## config.mk

```make
export PLATFORM = sky130hd
export DESIGN_NAME = cfg_rx_frontend
export DESIGN_NICKNAME = d
export VERILOG_FILES = /design/src/rtl/cfg_rx_pkg.sv /design/src/rtl/cfg_uart_rx.sv /design/src/rtl/cfg_bitbang_rx.sv /design/src/rtl/cfg_src_arb.sv /design/src/rtl/cfg_link_status.sv /design/src/rtl/cfg_rx_frontend.sv
export SDC_FILE = /design/constraint.sdc
export NUM_CORES = 1
export LEC_CHECK = 0
export BUFFER_PORTS_ARGS = -buffer_cell sky130_fd_sc_hd__buf_2
export CAP_MARGIN = 20
export CORE_ASPECT_RATIO = 0.75
export CORE_MARGIN = 2
export CORE_UTILIZATION = 50
export CTS_CLUSTER_DIAMETER = 120
export DETAILED_ROUTE_END_ITERATION = 12
export PLACE_DENSITY = 0.68
export SYNTH_ARGS = -nofsm -noshare
export SYNTH_HDL_FRONTEND = slang
export SYNTH_SLANG_ARGS = --single-unit
```

## constraint.sdc

```tcl
create_clock -name clk -period 3.1 [get_ports clk]
set_input_delay 0.155 -clock clk [delete_from_list [all_inputs] [get_ports clk]]
set_output_delay 0.155 -clock clk [all_outputs]
set_load 0.02 [all_outputs]
```

## src/rtl/cfg_rx_pkg.sv

```systemverilog
package cfg_rx_pkg;
    typedef enum logic [1:0] {
        SRC_NONE = 2'b00,
        SRC_UART = 2'b01,
        SRC_BB   = 2'b10,
        SRC_PAR  = 2'b11
    } cfg_src_e;
endpackage

```

## src/rtl/cfg_uart_rx.sv

```systemverilog
module cfg_uart_rx #(
    parameter int CLK_HZ = 10_000_000,
    parameter int BAUD   = 57_600,
    parameter int DW     = 8
) (
    input  logic          clk,
    input  logic          rst_n,
    input  logic          rx,
    output logic          byte_vld,
    output logic [DW-1:0] byte_data,
    output logic          frame_err,
    output logic          busy
);
    localparam int DIV  = (CLK_HZ + BAUD / 2) / BAUD;
    localparam int HALF = DIV / 2;
    localparam int CW   = $clog2(DIV);
    localparam int IW   = (DW > 1) ? $clog2(DW) : 1;

    typedef enum logic [1:0] {U_IDLE, U_START, U_DATA, U_STOP} ust_e;

    ust_e            state, nxt;
    logic [1:0]      rx_q;
    logic            rx_s;
    logic [CW-1:0]   cnt;
    logic [IW-1:0]   bit_idx;
    logic [DW-1:0]   shreg;
    logic            half_hit, full_hit;

    assign rx_s     = rx_q[1];
    assign half_hit = (cnt == CW'(HALF - 1));
    assign full_hit = (cnt == CW'(DIV - 1));

    always_ff @(posedge clk or negedge rst_n) begin
        if (!rst_n) rx_q <= 2'b11;
        else        rx_q <= {rx_q[0], rx};
    end

    always_comb begin
        nxt = state;
        unique case (state)
            U_IDLE:  if (!rx_s) nxt = U_START;
            U_START: if (half_hit) nxt = rx_s ? U_IDLE : U_DATA;
            U_DATA:  if (full_hit && bit_idx == IW'(DW - 1)) nxt = U_STOP;
            U_STOP:  if (full_hit) nxt = U_IDLE;
        endcase
    end

    always_ff @(posedge clk or negedge rst_n) begin
        if (!rst_n) state <= U_IDLE;
        else        state <= nxt;
    end

    always_ff @(posedge clk or negedge rst_n) begin
        if (!rst_n) begin
            cnt     <= '0;
            bit_idx <= '0;
            shreg   <= '0;
        end else begin
            if (state == U_IDLE || (state == U_START && half_hit) || full_hit)
                cnt <= '0;
            else
                cnt <= cnt + 1'b1;
            if (state == U_START)
                bit_idx <= '0;
            else if (state == U_DATA && full_hit) begin
                shreg   <= {rx_s, shreg[DW-1:1]};
                bit_idx <= bit_idx + 1'b1;
            end
        end
    end

    always_comb begin
        busy      = (state != U_IDLE);
        byte_vld  = (state == U_STOP) && full_hit && rx_s;
        frame_err = (state == U_STOP) && full_hit && !rx_s;
        byte_data = shreg;
    end

    a_r3_idle_after_byte: assert property (@(posedge clk) disable iff (!rst_n)
        byte_vld |=> !busy);
    a_r5_err_single: assert property (@(posedge clk) disable iff (!rst_n)
        frame_err |=> !frame_err);
    a_r4_start_needs_low: assert property (@(posedge clk) disable iff (!rst_n)
        (state == U_IDLE && rx_s) |=> !busy);
endmodule

```

## src/rtl/cfg_bitbang_rx.sv

```systemverilog
module cfg_bitbang_rx #(
    parameter int DW = 8
) (
    input  logic          clk,
    input  logic          rst_n,
    input  logic          hold,
    input  logic          sclk,
    input  logic          sdata,
    output logic          byte_vld,
    output logic [DW-1:0] byte_data,
    output logic          busy
);
    localparam int IW = (DW > 1) ? $clog2(DW) : 1;

    logic [1:0]    sclk_q, sdat_q;
    logic          sclk_d;
    logic          rise;
    logic [IW-1:0] cnt;
    logic [DW-1:0] shreg;

    always_ff @(posedge clk or negedge rst_n) begin
        if (!rst_n) begin
            sclk_q <= '0;
            sdat_q <= '0;
            sclk_d <= 1'b0;
        end else begin
            sclk_q <= {sclk_q[0], sclk};
            sdat_q <= {sdat_q[0], sdata};
            sclk_d <= sclk_q[1];
        end
    end

    assign rise = sclk_q[1] && !sclk_d;

    always_ff @(posedge clk or negedge rst_n) begin
        if (!rst_n) begin
            cnt   <= '0;
            shreg <= '0;
        end else if (hold) begin
            cnt   <= '0;
            shreg <= '0;
        end else if (rise) begin
            shreg <= {shreg[DW-2:0], sdat_q[1]};
            cnt   <= (cnt == IW'(DW - 1)) ? '0 : cnt + 1'b1;
        end
    end

    always_comb begin
        busy      = (cnt != '0);
        byte_vld  = rise && !hold && (cnt == IW'(DW - 1));
        byte_data = {shreg[DW-2:0], sdat_q[1]};
    end

    a_r1_hold_clears: assert property (@(posedge clk) disable iff (!rst_n)
        hold |=> !busy);
    a_r6_byte_restarts: assert property (@(posedge clk) disable iff (!rst_n)
        byte_vld |=> !busy);
endmodule

```

## src/rtl/cfg_src_arb.sv

```systemverilog
module cfg_src_arb
    import cfg_rx_pkg::*;
#(
    parameter int DW = 8
) (
    input  logic          clk,
    input  logic          rst_n,
    input  logic          u_vld,
    input  logic [DW-1:0] u_data,
    input  logic          u_busy,
    input  logic          b_vld,
    input  logic [DW-1:0] b_data,
    input  logic          b_busy,
    input  logic          p_vld,
    input  logic [DW-1:0] p_data,
    output logic          b_hold,
    output logic          out_vld,
    output logic [DW-1:0] out_data,
    output cfg_src_e      out_src
);
    logic p_acc;

    assign b_hold = u_busy;
    assign p_acc  = p_vld && !u_busy && !b_busy;

    always_ff @(posedge clk or negedge rst_n) begin
        if (!rst_n) begin
            out_vld  <= 1'b0;
            out_data <= '0;
            out_src  <= SRC_NONE;
        end else begin
            out_vld <= u_vld || b_vld || p_acc;
            if (u_vld) begin
                out_data <= u_data;
                out_src  <= SRC_UART;
            end else if (b_vld) begin
                out_data <= b_data;
                out_src  <= SRC_BB;
            end else if (p_acc) begin
                out_data <= p_data;
                out_src  <= SRC_PAR;
            end else begin
                out_src  <= SRC_NONE;
            end
        end
    end

    a_r1_single_source: assert property (@(posedge clk) disable iff (!rst_n)
        $onehot0({u_vld, b_vld, p_acc}));
    a_r1_par_blocked: assert property (@(posedge clk) disable iff (!rst_n)
        (p_vld && (u_busy || b_busy)) |=> !(out_vld && out_src == SRC_PAR));
    a_r2_src_named: assert property (@(posedge clk) disable iff (!rst_n)
        out_vld |-> (out_src != SRC_NONE));
endmodule

```

## src/rtl/cfg_link_status.sv

```systemverilog
module cfg_link_status #(
    parameter int IDLE_TIMEOUT = 65536,
    parameter int BLINK_LOG2   = 22
) (
    input  logic clk,
    input  logic rst_n,
    input  logic byte_seen,
    output logic active,
    output logic led
);
    localparam int TW = $clog2(IDLE_TIMEOUT);

    typedef enum logic {L_IDLE, L_ACTIVE} lst_e;

    lst_e                  state, nxt;
    logic [TW-1:0]         timer;
    logic [BLINK_LOG2-1:0] blink;
    logic                  expired;

    assign expired = (timer == TW'(IDLE_TIMEOUT - 1));

    always_comb begin
        nxt = state;
        unique case (state)
            L_IDLE:   if (byte_seen) nxt = L_ACTIVE;
            L_ACTIVE: if (!byte_seen && expired) nxt = L_IDLE;
        endcase
    end

    always_ff @(posedge clk or negedge rst_n) begin
        if (!rst_n) state <= L_IDLE;
        else        state <= nxt;
    end

    always_ff @(posedge clk or negedge rst_n) begin
        if (!rst_n) begin
            timer <= '0;
            blink <= '0;
        end else begin
            blink <= blink + 1'b1;
            if (byte_seen || state == L_IDLE) timer <= '0;
            else                              timer <= timer + 1'b1;
        end
    end

    always_comb begin
        active = (state == L_ACTIVE);
        led    = active ? 1'b1 : blink[BLINK_LOG2-1];
    end

    a_r8_byte_arms: assert property (@(posedge clk) disable iff (!rst_n)
        byte_seen |=> active);
    a_r9_led_solid: assert property (@(posedge clk) disable iff (!rst_n)
        ($past(active) && active) |-> $stable(led));
endmodule

```

## src/rtl/cfg_rx_frontend.sv

```systemverilog
module cfg_rx_frontend
    import cfg_rx_pkg::*;
#(
    parameter int CLK_HZ       = 10_000_000,
    parameter int BAUD         = 57_600,
    parameter int IDLE_TIMEOUT = 65536,
    parameter int BLINK_LOG2   = 22
) (
    input  logic       clk,
    input  logic       ext_rst_n,
    input  logic       clk_locked,
    input  logic       uart_rx,
    input  logic       bb_sclk,
    input  logic       bb_sdata,
    input  logic       par_valid,
    input  logic [7:0] par_data,
    output logic       cfg_valid,
    output logic [7:0] cfg_data,
    output logic [1:0] cfg_src,
    output logic       frame_err,
    output logic       xfer_active,
    output logic       rx_led
);
    localparam int DW = 8;

    logic          rst_raw_n, rst_n;
    logic [1:0]    rst_q;
    logic          u_vld, u_busy, b_vld, b_busy, b_hold;
    logic [DW-1:0] u_data, b_data;
    cfg_src_e      src_e;

    assign rst_raw_n = ext_rst_n & clk_locked;

    always_ff @(posedge clk or negedge rst_raw_n) begin
        if (!rst_raw_n) rst_q <= 2'b00;
        else            rst_q <= {rst_q[0], 1'b1};
    end
    assign rst_n = rst_q[1];

    cfg_uart_rx #(.CLK_HZ(CLK_HZ), .BAUD(BAUD), .DW(DW)) uart_i (
        .clk(clk), .rst_n(rst_n), .rx(uart_rx),
        .byte_vld(u_vld), .byte_data(u_data), .frame_err(frame_err), .busy(u_busy)
    );

    cfg_bitbang_rx #(.DW(DW)) bb_i (
        .clk(clk), .rst_n(rst_n), .hold(b_hold), .sclk(bb_sclk), .sdata(bb_sdata),
        .byte_vld(b_vld), .byte_data(b_data), .busy(b_busy)
    );

    cfg_src_arb #(.DW(DW)) arb_i (
        .clk(clk), .rst_n(rst_n),
        .u_vld(u_vld), .u_data(u_data), .u_busy(u_busy),
        .b_vld(b_vld), .b_data(b_data), .b_busy(b_busy),
        .p_vld(par_valid), .p_data(par_data),
        .b_hold(b_hold), .out_vld(cfg_valid), .out_data(cfg_data), .out_src(src_e)
    );
    assign cfg_src = src_e;

    cfg_link_status #(.IDLE_TIMEOUT(IDLE_TIMEOUT), .BLINK_LOG2(BLINK_LOG2)) stat_i (
        .clk(clk), .rst_n(rst_n), .byte_seen(cfg_valid),
        .active(xfer_active), .led(rx_led)
    );

    a_r10_quiet_in_reset: assert property (@(posedge clk)
        !rst_n |-> (!cfg_valid && !xfer_active));
endmodule

```

==> results of run 1 <==
## cell type report
type / count / area [um2]
Sequential cell: 90 / 2260
Fill cell: 654 / 3260
Clock buffer: 11 / 141
Multi-Input combinational cell: 233 / 1650
Tap cell: 105 / 131
Clock inverter: 5 / 86.3
Inverter: 14 / 52.6
Timing Repair Buffer: 38 / 228
## registers in the layout, indices dropped and copies added, names as in the netlist, named ones only
signal            flops
stat_i.blink         22
rst_q                 2
arb_i.out_vld         1
uart_i.cnt            8
uart_i.bit_idx        3
stat_i.active         1
arb_i.out_src         2
bb_i.sdat_q           2
uart_i.byte_data      8
arb_i.out_data        8
bb_i.sclk_d           1
uart_i.state          1
stat_i.timer         16
bb_i.shreg            7
bb_i.cnt              3
bb_i.sclk_q           2
uart_i.rx_q           2
## through the flow
step | cells | utilization | total power [W] | hold slack (ns)
global placement | 475 | 0.547 | 0.00171 | 0.0422
floorplan | 346 | - | 0.00161 | -0.0387
detailed placement | 475 | 0.547 | 0.00172 | 0.0528
global route | 496 | 0.582 | 0.00274 | 0.128
CTS | 496 | 0.582 | 0.00264 | 0.106
finish | 496 | 0.582 | 0.00260 | 0.124
## metal layers
metal	part of all wire	vias to the layer above	GRT usage
met3	0.036	6	0.0524
met1	0.52	1318	0.270
met2	0.44	38	0.276
met5	0	-	0
li1	-	1312	-
met4	0.0092	0	0.0474
## repair_timing
item	CTS	global route
hold buffers	5	0
hold endpoints to repair	5	0
setup endpoints to repair	0	0
## cells in the final DEF (no fill, tap or decap), types with 6 or more instances in the layout
cell       n
a22o_1    10
nand3_1   19
nor2_1    30
nand2_1   18
a221o_1    8
nor3_1     6
xnor2_1   23
a31o_1     8
nor4_1     7
and3_1    15
buf_2     28
inv_1     13
ha_1      10
clkbuf_8  10
o21ai_0    6
xor2_1    12
dfrtp_1   87
nand4_1   12
mux2_2     8
## power groups by stage
stage	sequential (W)	combinational, W	clock, W
after floorplan	0.00142	0.000193	0
after global placement	0.00140	0.000308	0
after detailed placement	0.00141	0.000315	0
after CTS	0.00139	0.000323	0.000927
after global routing	0.00141	0.000353	0.000981
final	0.00138	0.000318	0.000897
## worst min-delay path, delay by kind of cell
kind | cells | cell delay [ns]
compound gates | 2 | 0.21
buf+inv | 1 | 0.08
## worst max-delay path by stage
stage                         from                end  cells after the start
after floorplan           rst_q[1]          async pin                      0
after global placement    register  arb_i.out_data[3]                      4
after detailed placement  register  arb_i.out_data[3]                      4
after CTS                 register  arb_i.out_data[0]                      4
after global routing      register  arb_i.out_data[2]                      4
final                     register  arb_i.out_data[0]                      4
## logic make-up (layout without fill, tap and decap cells)
| group | after synthesis | after routing |
|---|---|---|
| AO/OA/AOI/OAI | 48 | 48 |
| AND/OR/NAND/NOR | 130 | 130 |
| other | 1 | 1 |
| buffers and inverters | 23 | 68 |
| flip-flops | 90 | 90 |
| XOR/XNOR | 35 | 35 |
| adder cells (fa/ha/maj) | 10 | 10 |
| multiplexers | 9 | 9 |
==> impl_results.md, run 1 <==
- Type of the worst min-delay path: in -> reg
- Syn_area_per_cell: 11.6 um2
- Top-count cell post-synth: dfrtp_1
- Final Slew Violations: 0
- Clock Sinks: 90
- Worst Reg2Reg Path Length in Cells: 4
- Worst skew pair latency: 0.35 ns
- Post-Syn Instances: 346
- Min-Delay Path Depth: 3
- Switching Share: 0.270
- Clock skew: 0.00980 ns
- Routed wire length: 7370 um
- Largest area contributor in the netlist: dfrtp_1
- Initial antenna violation count: 0
- Slowest stage delay, CP: 0.66 ns
- Crit end category: register
- Fin crit period: 2.21 ns
- Port bufs: 28
- Setup violators final: 0
- Cell family with most CP delay: simple AND/OR/NAND/NOR gates
- Die height: 81.5 um
- Clock-pin slew on the worst setup and hold paths: 0.09 ns
- Post-synth EDFFs: 0
- Cts repair resizes: 0
- Synth warnings: 0
- Die footprint: 8750 um2
- Design Area, Final: 4550 um2
- Register area share after synthesis: 0.563
- Final period utilization: 0.714
- Final net count: 411
- Vias in the first global route: 2,631
- Net switching power figure: 0.000701 W
- Placed cell areas: 4270 um2
- Post-synthesis cell type count: 49
- First-pass GRT wire length: 12,500 um
- CTS tree: done
- Crit path max fanout: 11
- Main combinational cell family by area after synthesis: simple AND/OR/NAND/NOR gates
- 1st-iter DRT viols: 125
- Unrepaired setup endpoints after global routing: no
- Mapped Area: 4000 um2
- Layout cells sized above 1: 0.179
- Sequential share of power: 0.533
- Core box area: 7810 um2
- Post-CTS Setup Bufs: 0
- Vias: 2,674
- Crit path DAT: 2.46 ns
- Worst Setup Slack post-DPL: 0.904 ns
- # IOs: 29
- Top cell type's share of synthesized area: 0.550
- Largest net degree at the start of global routing: 41
- Crit-path cells: clkinv_1 > nor4_4 > a211oi_2 > a221o_1
- DR vias/cell: 5.39
- H-tree levels: 3
- CTS Buf Count: 9
- TNS Setup: 0 ns
- R2r setup slk: 0.89 ns
- WP data required: 3.34 ns
- FF+latch count, synth: 90
- Final worst setup slack: 0.886 ns
- GPL Wtd Cong: 0.825
- # diodes: 0
- Top_reg_cell synth: dfrtp_1
- Synth Area in XOR/XNOR: 0.0766
- First-pass DRT Iterations: 4
- Row count: 28
- Mux contribution to synthesized area: 0.0250
- Post-DP HPWL: 5070 um
- Relative slew margins: 0.575
- Setup CP Type: reg -> reg
- Slowest cell on crit path: nor4_4
- GRT Total Usage: 0.185
- Combinational share of power: 0.122
- FFs w/ async S/R, synth: 1.00
- Clk pwr share: 0.345
- Worst Hold End: arb_i.out_data[1]
- P&R area growth vs syn: 13.6%
- Max frequency: 452 MHz
- Hold Crit Start: par_data[1]
- Least-Margin Pin Slew: 0.635 ns
- Status: complete, no violations
- Max VDD drop: 0.000433 V
- Ranking of synthesized cells by area: dfrtp_1 (55%), xnor2_1 (5.0%), ha_1 (3.1%)
- Mapped Nets: 371
- Post-Synth Adder-Cell Area: 0.0313
- Final count of hold timing violations: 0
- Most common library cells after synthesis: dfrtp_1 (88), nor2_1 (30), xnor2_1 (23), nand3_1 (19), nand2_1 (18)
- Total buffers and inverters traversed by the critical path: 1
- Root Buffer: clkbuf_8
- Startpoint Class: register
- Synth Area in Simple Gates: 0.184
- P_leak: 2.15 nW
- Compound-Gate Fraction of Synth Area: 0.0941
- Initial Util: 0.512
- Max-cap viol count: 0
- DR WL/cell: 14.9 um
- Internal power: 0.00190 W
- Post-route DRC: 0
- DRT antenna net count: 0
- Grt ovf: 0
- Worst R2R End: arb_i.out_data[0]
- PwrDens: 571 nW/um2
- Chip width: 107 um
- CTS Buffer Depth: 2
Note: power is estimated with default switching activity, not from simulation.
==> run 2: changes to the inputs <==
PLACE_DENSITY = 0.71   (was 0.68)
clock period = 1.85 ns   (was 3.1 ns; I/O delays follow)
==> run 2 against run 1 <==
Compared with the run above:
- die area unchanged
- clock skew down 0.0026 ns
- via count up 3.4%
- first-iteration DRC count down 22%
- cell area up 2.4%
- clock power up 43%
==> impl_results.md, run 2 (synthesized netlist as in run 1, its figures left out) <==
- Crit. Startpoint: bb_i.cnt[0]
- Chip width: 107 um (unchanged)
- GRT Total Usage: 0.181 (was 0.185)
- DR WL/cell: 14.1 um (was 14.9 um)
- Row count: 28 (unchanged)
- Crit-path cells: inv_1 > ha_1 > nand2_1 > nor4_1 > buf_4 > a211oi_2 > buf_4 > a221o_1 (was clkinv_1 > nor4_4 > a211oi_2 > a221o_1)
- Worst R2R End: arb_i.out_data[2] (was arb_i.out_data[0])
- Placed cell areas: 4390 um2 (was 4270 um2)
- Commonest non-fill, non-tap cell in the layout: dfrtp_1 (unchanged)
- WL met1: 3650 um (was 3820 um)
- Clock Sinks: 90 (unchanged)
- Largest net degree at the start of global routing: 35 (was 41)
- CTS tree: done (unchanged)
- Leading cell types in the layout, fill and taps excluded: dfrtp_1 (87), nor2_1 (30), buf_2 (27), xnor2_1 (23), buf_4 (20) (was dfrtp_1 (87), nor2_1 (30), buf_2 (28), xnor2_1 (23), nand3_1 (19))
- Die height: 81.5 um (unchanged)
- Vias: 2,766 (was 2,674)
- Clock skew: 0.00721 ns (was 0.00980 ns)
- CTS Buf Count: 9 (unchanged)
- Die footprint: 8750 um2 (unchanged)
- Final count of hold timing violations: 0 (unchanged)
- Port bufs: 28 (unchanged)
- GPL Wtd Cong: 0.826 (was 0.825)
- Crit path DAT: 1.99 ns (was 2.46 ns)
- Slowest stage delay, CP: 0.42 ns (was 0.66 ns)
- Fin crit period: 1.74 ns (was 2.21 ns)
- CTS Buffer Depth: 2 (unchanged)
- Max VDD drop: 0.000731 V (was 0.000433 V)
- Clock-pin slew on the worst setup and hold paths: 0.08 ns (was 0.09 ns)
- Crit path max fanout: 11 (unchanged)
- Vias in the first global route: 2,643 (was 2,631)
- First-pass DRT Iterations: 4 (unchanged)
- P_leak: 2.21 nW (was 2.15 nW)
- Startpoint Class: register (unchanged)
- DRT antenna net count: 0 (unchanged)
- Initial antenna violation count: 0 (unchanged)
- Post-route DRC: 0 (unchanged)
- # diodes: 0 (unchanged)
- Fin Hold WS: 0.0520 ns (was 0.124 ns)
- Worst Setup EP: arb_i.out_data[2] (was arb_i.out_data[0])
- Final worst setup slack: 0.109 ns (was 0.886 ns)
- Least-Margin Pin Slew: 0.502 ns (was 0.635 ns)
- Final Slew Violations: 0 (unchanged)
- Post-DP HPWL: 5070 um (about the same)
- Top sig layer: met4 (unchanged)
- Final net count: 426 (was 411)
- Largest regs: stat_i.blink: 22 flops, stat_i.timer: 16 flops (unchanged)
- Unrepaired setup endpoints after global routing: no (unchanged)
- Root Buffer: clkbuf_8 (unchanged)
- DR vias/cell: 5.42 (was 5.39)
- Routed wl met3: 309 um (was 268 um)
- Final period utilization: 0.941 (was 0.714)
- Hold Crit Start: par_data[7] (was par_data[1])
- Setup violators final: 0 (unchanged)
- Type of the worst min-delay path: in -> reg (unchanged)
- Relative slew margins: 0.665 (was 0.575)
- H-tree levels: 3 (unchanged)
- Worst Setup Slack post-DPL: 0.0639 ns (was 0.904 ns)
- Grt ovf: 0 (unchanged)
- PwrDens: 907 nW/um2 (was 571 nW/um2)
- Setup CP Type: reg -> reg (unchanged)
- 1st-iter DRT viols: 98 (was 125)
- Max-cap viol count: 0 (unchanged)
- Placed cells: 489 (was 475)
- Met2 WL post-DR: 3100 um (was 3220 um)
- WP data required: 2.10 ns (was 3.34 ns)
- Initial Util: 0.512 (unchanged)
- Most common cell on crit path: buf_4
- Max frequency: 574 MHz (was 452 MHz)
- # IOs: 29 (unchanged)
- Non-Filler Instances: 510 (was 496)
- Core box area: 7810 um2 (unchanged)
- First-pass GRT wire length: 12,300 um (was 12,500 um)
- Worst skew pair latency: 0.36 ns (was 0.35 ns)
- Status: complete, no violations (unchanged)
- TNS Setup: 0 ns (unchanged)
- FF-to-FF Start: bb_i.cnt[0]
- Routed wire length: 7170 um (was 7370 um)
- P&R area growth vs syn: 16.4% (was 13.6%)
- Layout cells sized above 1: 0.222 (was 0.179)
- Slowest cell on crit path: dfrtp_1 (was nor4_4)
- R2r setup slk: 0.11 ns (was 0.89 ns)
- Largest register FFs: 22 (unchanged)
- Crit end category: register (unchanged)
- Design Area, Final: 4660 um2 (was 4550 um2)
- Biggest register: stat_i.blink (unchanged)
- Worst Reg2Reg Path Length in Cells: 8 (was 4)
==> run 2: through the flow <==
| stage | util | total power, W |
|---|---|---|
| final | 0.596 | 0.00423 |
| after global routing | 0.596 | 0.00445 |
| after CTS | 0.592 | 0.00425 |
| after detailed placement | 0.562 | 0.00295 |
| after global placement | 0.562 | 0.00292 |
| after floorplan | - | 0.00270 |
==> run 2: how the worst min path moves through the flow <==
stage,slack (ns),end,depth (start not counted)
2_1_floorplan,-0.10,rst_q[0],1
3_3_place_gp,-0.02,rst_q[0],2
3_5_place_dp,-0.01,rst_q[0],2
4_1_cts,0.04,arb_i.out_data[7],3
5_1_grt,0.05,arb_i.out_data[0],3
6_report,0.05,arb_i.out_data[7],3
==> run 2: layout make-up <==
class	instances	area [um2]
fill	641	3150
sequential	90	2260
multi-input combinational	233	1680
timing repair buffer	53	355
tap	105	131
clock buffer	10	128
clock inverter	5	56.3
inverter	14	52.6
==> run 2: where the power goes <==
group	total, W	switching (W)	internal, W
clock	0.00128	0.000666	0.000615
combinational	0.000655	0.000343	0.000313
sequential	0.00229	0.000162	0.00213
total	0.00423	0.00117	0.00306
==> run 2: metal layers <==
metal / GRT usage / up-vias
li1: - / 1349
met5: 0 / -
met1: 0.250 / 1357
met3: 0.0548 / 11
met2: 0.273 / 49
met4: 0.0654 / 0
==> run 2: critical path: cells and delay by family, from the launching register on <==
family,cells,cell delay (ns)
AO/OA/AOI/OAI,2,0.35
flip-flops,1,0.42
buffers and inverters,3,0.48
AND/OR/NAND/NOR,2,0.25
adder cells (fa/ha/maj),1,0.14
==> run 2: timing repair <==
| action | CTS | global route |
|---|---|---|
| setup buffers | 0 | 1 |
| endpoints found under the setup margin | 0 | 20 |
| hold buffers | 5 | 0 |
| resized for setup | 0 | 8 |
| endpoints found under the hold margin | 5 | 0 |
==> run 3: changes to the inputs <==
clock period = 1.55 ns   (was 1.85 ns; I/O delays follow)
==> run 3 against run 2 <==
Compared with the run above:
- maximum frequency is 2.3% higher
- global-route usage is 2.0 points higher
- non-clock buffer count is 36 higher
- largest cell class unchanged
- critical path type unchanged
- cell area is 12% higher
- the run now ends with setup timing left
- clock skew is 0.0068 ns higher
- setup slack worse by 0.26 ns
- total power is 29% higher
- routed wire length is 17% higher
==> impl_results.md, run 3 (synthesized netlist as in run 1, its figures left out) <==
- Sequential share of power: 0.500 (was 0.542)
- DRT antenna net count: 0 (unchanged)
- Root Buffer: clkbuf_8 (unchanged)
- Clock skew: 0.0140 ns (was 0.00721 ns)
- R2r setup slk: -0.15 ns (was 0.11 ns)
- Combinational share of power: 0.186 (was 0.155)
- Fill cell count: 585 (was 641)
- Fin Hold WS: 0.0371 ns (was 0.0520 ns)
- CTS Buf Count: 9 (unchanged)
- Worst Hold End: arb_i.out_data[3] (was arb_i.out_data[7])
- Die height: 81.5 um (unchanged)
- Failing checks: setup timing
- Total buffers and inverters traversed by the critical path: 3 (unchanged)
- Setup violators final: 22 (was 0)
- FF-to-FF Start: uart_i.cnt[1] (was bb_i.cnt[0])
- PwrDens: 1050 nW/um2 (was 907 nW/um2)
- Worst R2R End: arb_i.out_data[7] (was arb_i.out_data[2])
- Max VDD drop: 0.000922 V (was 0.000731 V)
- Min-Delay Path Depth: 3 (unchanged)
- Design Area, Final: 5200 um2 (was 4660 um2)
- Grt ovf: 0 (unchanged)
- DR WL/cell: 15.3 um (was 14.1 um)
- CTS Buffer Depth: 2 (unchanged)
- Most common cell on crit path: buf_4 (unchanged)
- Die footprint: 8750 um2 (unchanged)
- Commonest non-fill, non-tap cell in the layout: dfrtp_1 (unchanged)
- Placed cell areas: 4640 um2 (was 4390 um2)
- Worst Reg2Reg Path Length in Cells: 8 (unchanged)
- 1st-iter DRT viols: 147 (was 98)
- Largest net degree at the start of global routing: 31 (was 35)
- Startpoint Class: register (unchanged)
- Cell family with most CP delay: flip-flops (was buffers and inverters)
- Hold Crit Start: par_data[3] (was par_data[7])
- Biggest register: stat_i.blink (unchanged)
- Initial antenna violation count: 0 (unchanged)
- P&R area growth vs syn: 29.8% (was 16.4%)
- Slowest stage delay, CP: 0.39 ns (was 0.42 ns)
- Largest regs: stat_i.blink: 22 flops, stat_i.timer: 16 flops (unchanged)
- Routed wire length: 8380 um (was 7170 um)
- Final net count: 464 (was 426)
- P_leak: 2.47 nW (was 2.21 nW)
- Clock Sinks: 90 (unchanged)
- Crit path max fanout: 5 (was 11)
- First-pass DRT Iterations: 4 (unchanged)
- Top sig layer: met4 (unchanged)
- Row count: 28 (unchanged)
- Switching Share: 0.275 (was 0.277)
- Largest register FFs: 22 (unchanged)
- Fin crit period: 1.70 ns (was 1.74 ns)
- Post-route DRC: 0 (unchanged)
- Vias in the first global route: 2,938 (was 2,643)
- Final worst setup slack: -0.153 ns (was 0.109 ns)
- Worst skew pair latency: 0.37 ns (was 0.36 ns)
- Slowest cell on crit path: dfrtp_1 (unchanged)
- Net switching power figure: 0.00150 W (was 0.00117 W)
- # diodes: 0 (unchanged)
- Max-cap viol count: 0 (unchanged)
- Vias: 2,966 (was 2,766)
- Final count of hold timing violations: 0 (unchanged)
- Crit path DAT: 1.95 ns (was 1.99 ns)
- WP data required: 1.80 ns (was 2.10 ns)
- # IOs: 29 (unchanged)
- Clk pwr share: 0.313 (was 0.303)
- GRT Total Usage: 0.200 (was 0.181)
- CTS tree: done (unchanged)
- Final Slew Violations: 0 (unchanged)
- DR vias/cell: 5.40 (was 5.42)
- Crit end category: register (unchanged)
- Setup CP Type: reg -> reg (unchanged)
- H-tree levels: 3 (unchanged)
- Final period utilization: 1.10 (was 0.941)
- Internal power: 0.00395 W (was 0.00306 W)
- Unrepaired setup endpoints after global routing: yes (was no)
- Layout cells sized above 1: 0.331 (was 0.222)
- Routed wl met3: 368 um (was 309 um)
- Status: complete, but fails checks (was complete, no violations)
- Post-DP HPWL: 5490 um (was 5070 um)
- Initial Util: 0.512 (unchanged)
- WL met1: 4010 um (was 3650 um)
- First-pass GRT wire length: 13,600 um (was 12,300 um)
- Port bufs: 28 (unchanged)
- Core box area: 7810 um2 (unchanged)
- Type of the worst min-delay path: in -> reg (unchanged)
- Clock-pin slew on the worst setup and hold paths: 0.09 ns (was 0.08 ns)
- Leading cell types in the layout, fill and taps excluded: dfrtp_1 (85), buf_4 (44), nor2_1 (30), buf_2 (28), xnor2_1 (23) (was dfrtp_1 (87), nor2_1 (30), buf_2 (27), xnor2_1 (23), buf_4 (20))
- Met2 WL post-DR: 3900 um (was 3100 um)
- Crit-path cells: inv_2 > ha_4 > buf_4 > nand4bb_4 > nor4_4 > buf_4 > a211oi_4 > a221o_1 (was inv_1 > ha_1 > nand2_1 > nor4_1 > buf_4 > a211oi_2 > buf_4 > a221o_1)
- Chip width: 107 um (unchanged)
- Max frequency: 587 MHz (was 574 MHz)
- Total power: 0.00545 W (was 0.00423 W)
- GPL Wtd Cong: 0.850 (was 0.826)
-- run 3: cell types whose count changed in the layout (fill, tap and decap cells not counted), sizes merged --
cell / previous run / this run
buf: 48 / 84
clkbuf: 10 / 12
a211oi: 1 / 2
nand2: 19 / 20
inv: 13 / 14
bufinv: 1 / 2
clkinvlp: 1 / 0
clkinv: 4 / 2
-- run 3: how the worst max path moves through the flow --
stage | end | slack (ns) | cells past startpoint | startpoint
after floorplan | arb_i.out_data[0] | -0.16 | 6 | uart_i.cnt[1]
after global placement | arb_i.out_data[0] | -0.10 | 5 | bb_i.cnt[0]
after detailed placement | arb_i.out_data[4] | -0.22 | 5 | bb_i.cnt[1]
after CTS | frame_err | -0.16 | 6 | uart_i.cnt[1]
after global routing | frame_err | -0.24 | 6 | uart_i.cnt[1]
final | arb_i.out_data[7] | -0.15 | 8 | uart_i.cnt[1]
-- run 3: layer usage --
layer	track usage	vias up
met4	0.0615	0
li1	-	1428
met3	0.0548	12
met2	0.323	67
met5	0	-
met1	0.269	1459
-- run 3: layout make-up --
type | instances | area (um2) | area share
well taps | 105 | 131 | 0.0253
repair buffers | 89 | 698 | 0.134
inverters | 14 | 52.6 | 0.0101
flip-flops and latches | 90 | 2260 | 0.435
clock inverters | 4 | 70.1 | 0.0135
clock buffers | 12 | 135 | 0.0260
multi-input cells | 235 | 1850 | 0.356
-- run 3: worst reg2reg max path, stage by stage (launching register included) --
cell and delay, ns:
dfrtp_1 0.39, inv_2 0.07, ha_4 0.12, buf_4 0.11, nand4bb_4 0.16, nor4_4 0.16, buf_4 0.19, a211oi_4 0.06
a221o_1 0.33
-- run 3: power groups by stage --
stage | Sequential [W] | Combinational (W) | Clock (W)
final | 0.00273 | 0.00102 | 0.00171
after global routing | 0.00276 | 0.00112 | 0.00184
after CTS | 0.00272 | 0.000947 | 0.00175
after detailed placement | 0.00276 | 0.000917 | 0
after global placement | 0.00275 | 0.000890 | 0
after floorplan | 0.00286 | 0.000413 | 0
-- run 3: stage by stage --
stage / cells / setup slack [ns] / setup TNS (ns) / util
final: 549 / -0.153 / -1.62 / 0.665
after global routing: 549 / -0.243 / -3.84 / 0.665
after floorplan: 346 / -0.156 / -1.54 / -
after CTS: 537 / -0.162 / -1.78 / 0.635
after detailed placement: 513 / -0.223 / -3.48 / 0.594
after global placement: 513 / -0.105 / -1.98 / 0.594
-- run 3: timing repair --
| action | CTS | global route |
|---|---|---|
| resized for setup | 9 | 33 |
| pin swaps | 12 | 8 |
| cloned | 2 | 0 |
| hold buffers | 5 | 0 |
| endpoints found under the hold margin | 5 | 0 |
| setup endpoints to repair | 32 | 38 |
| buffers inserted | 1 | 12 |
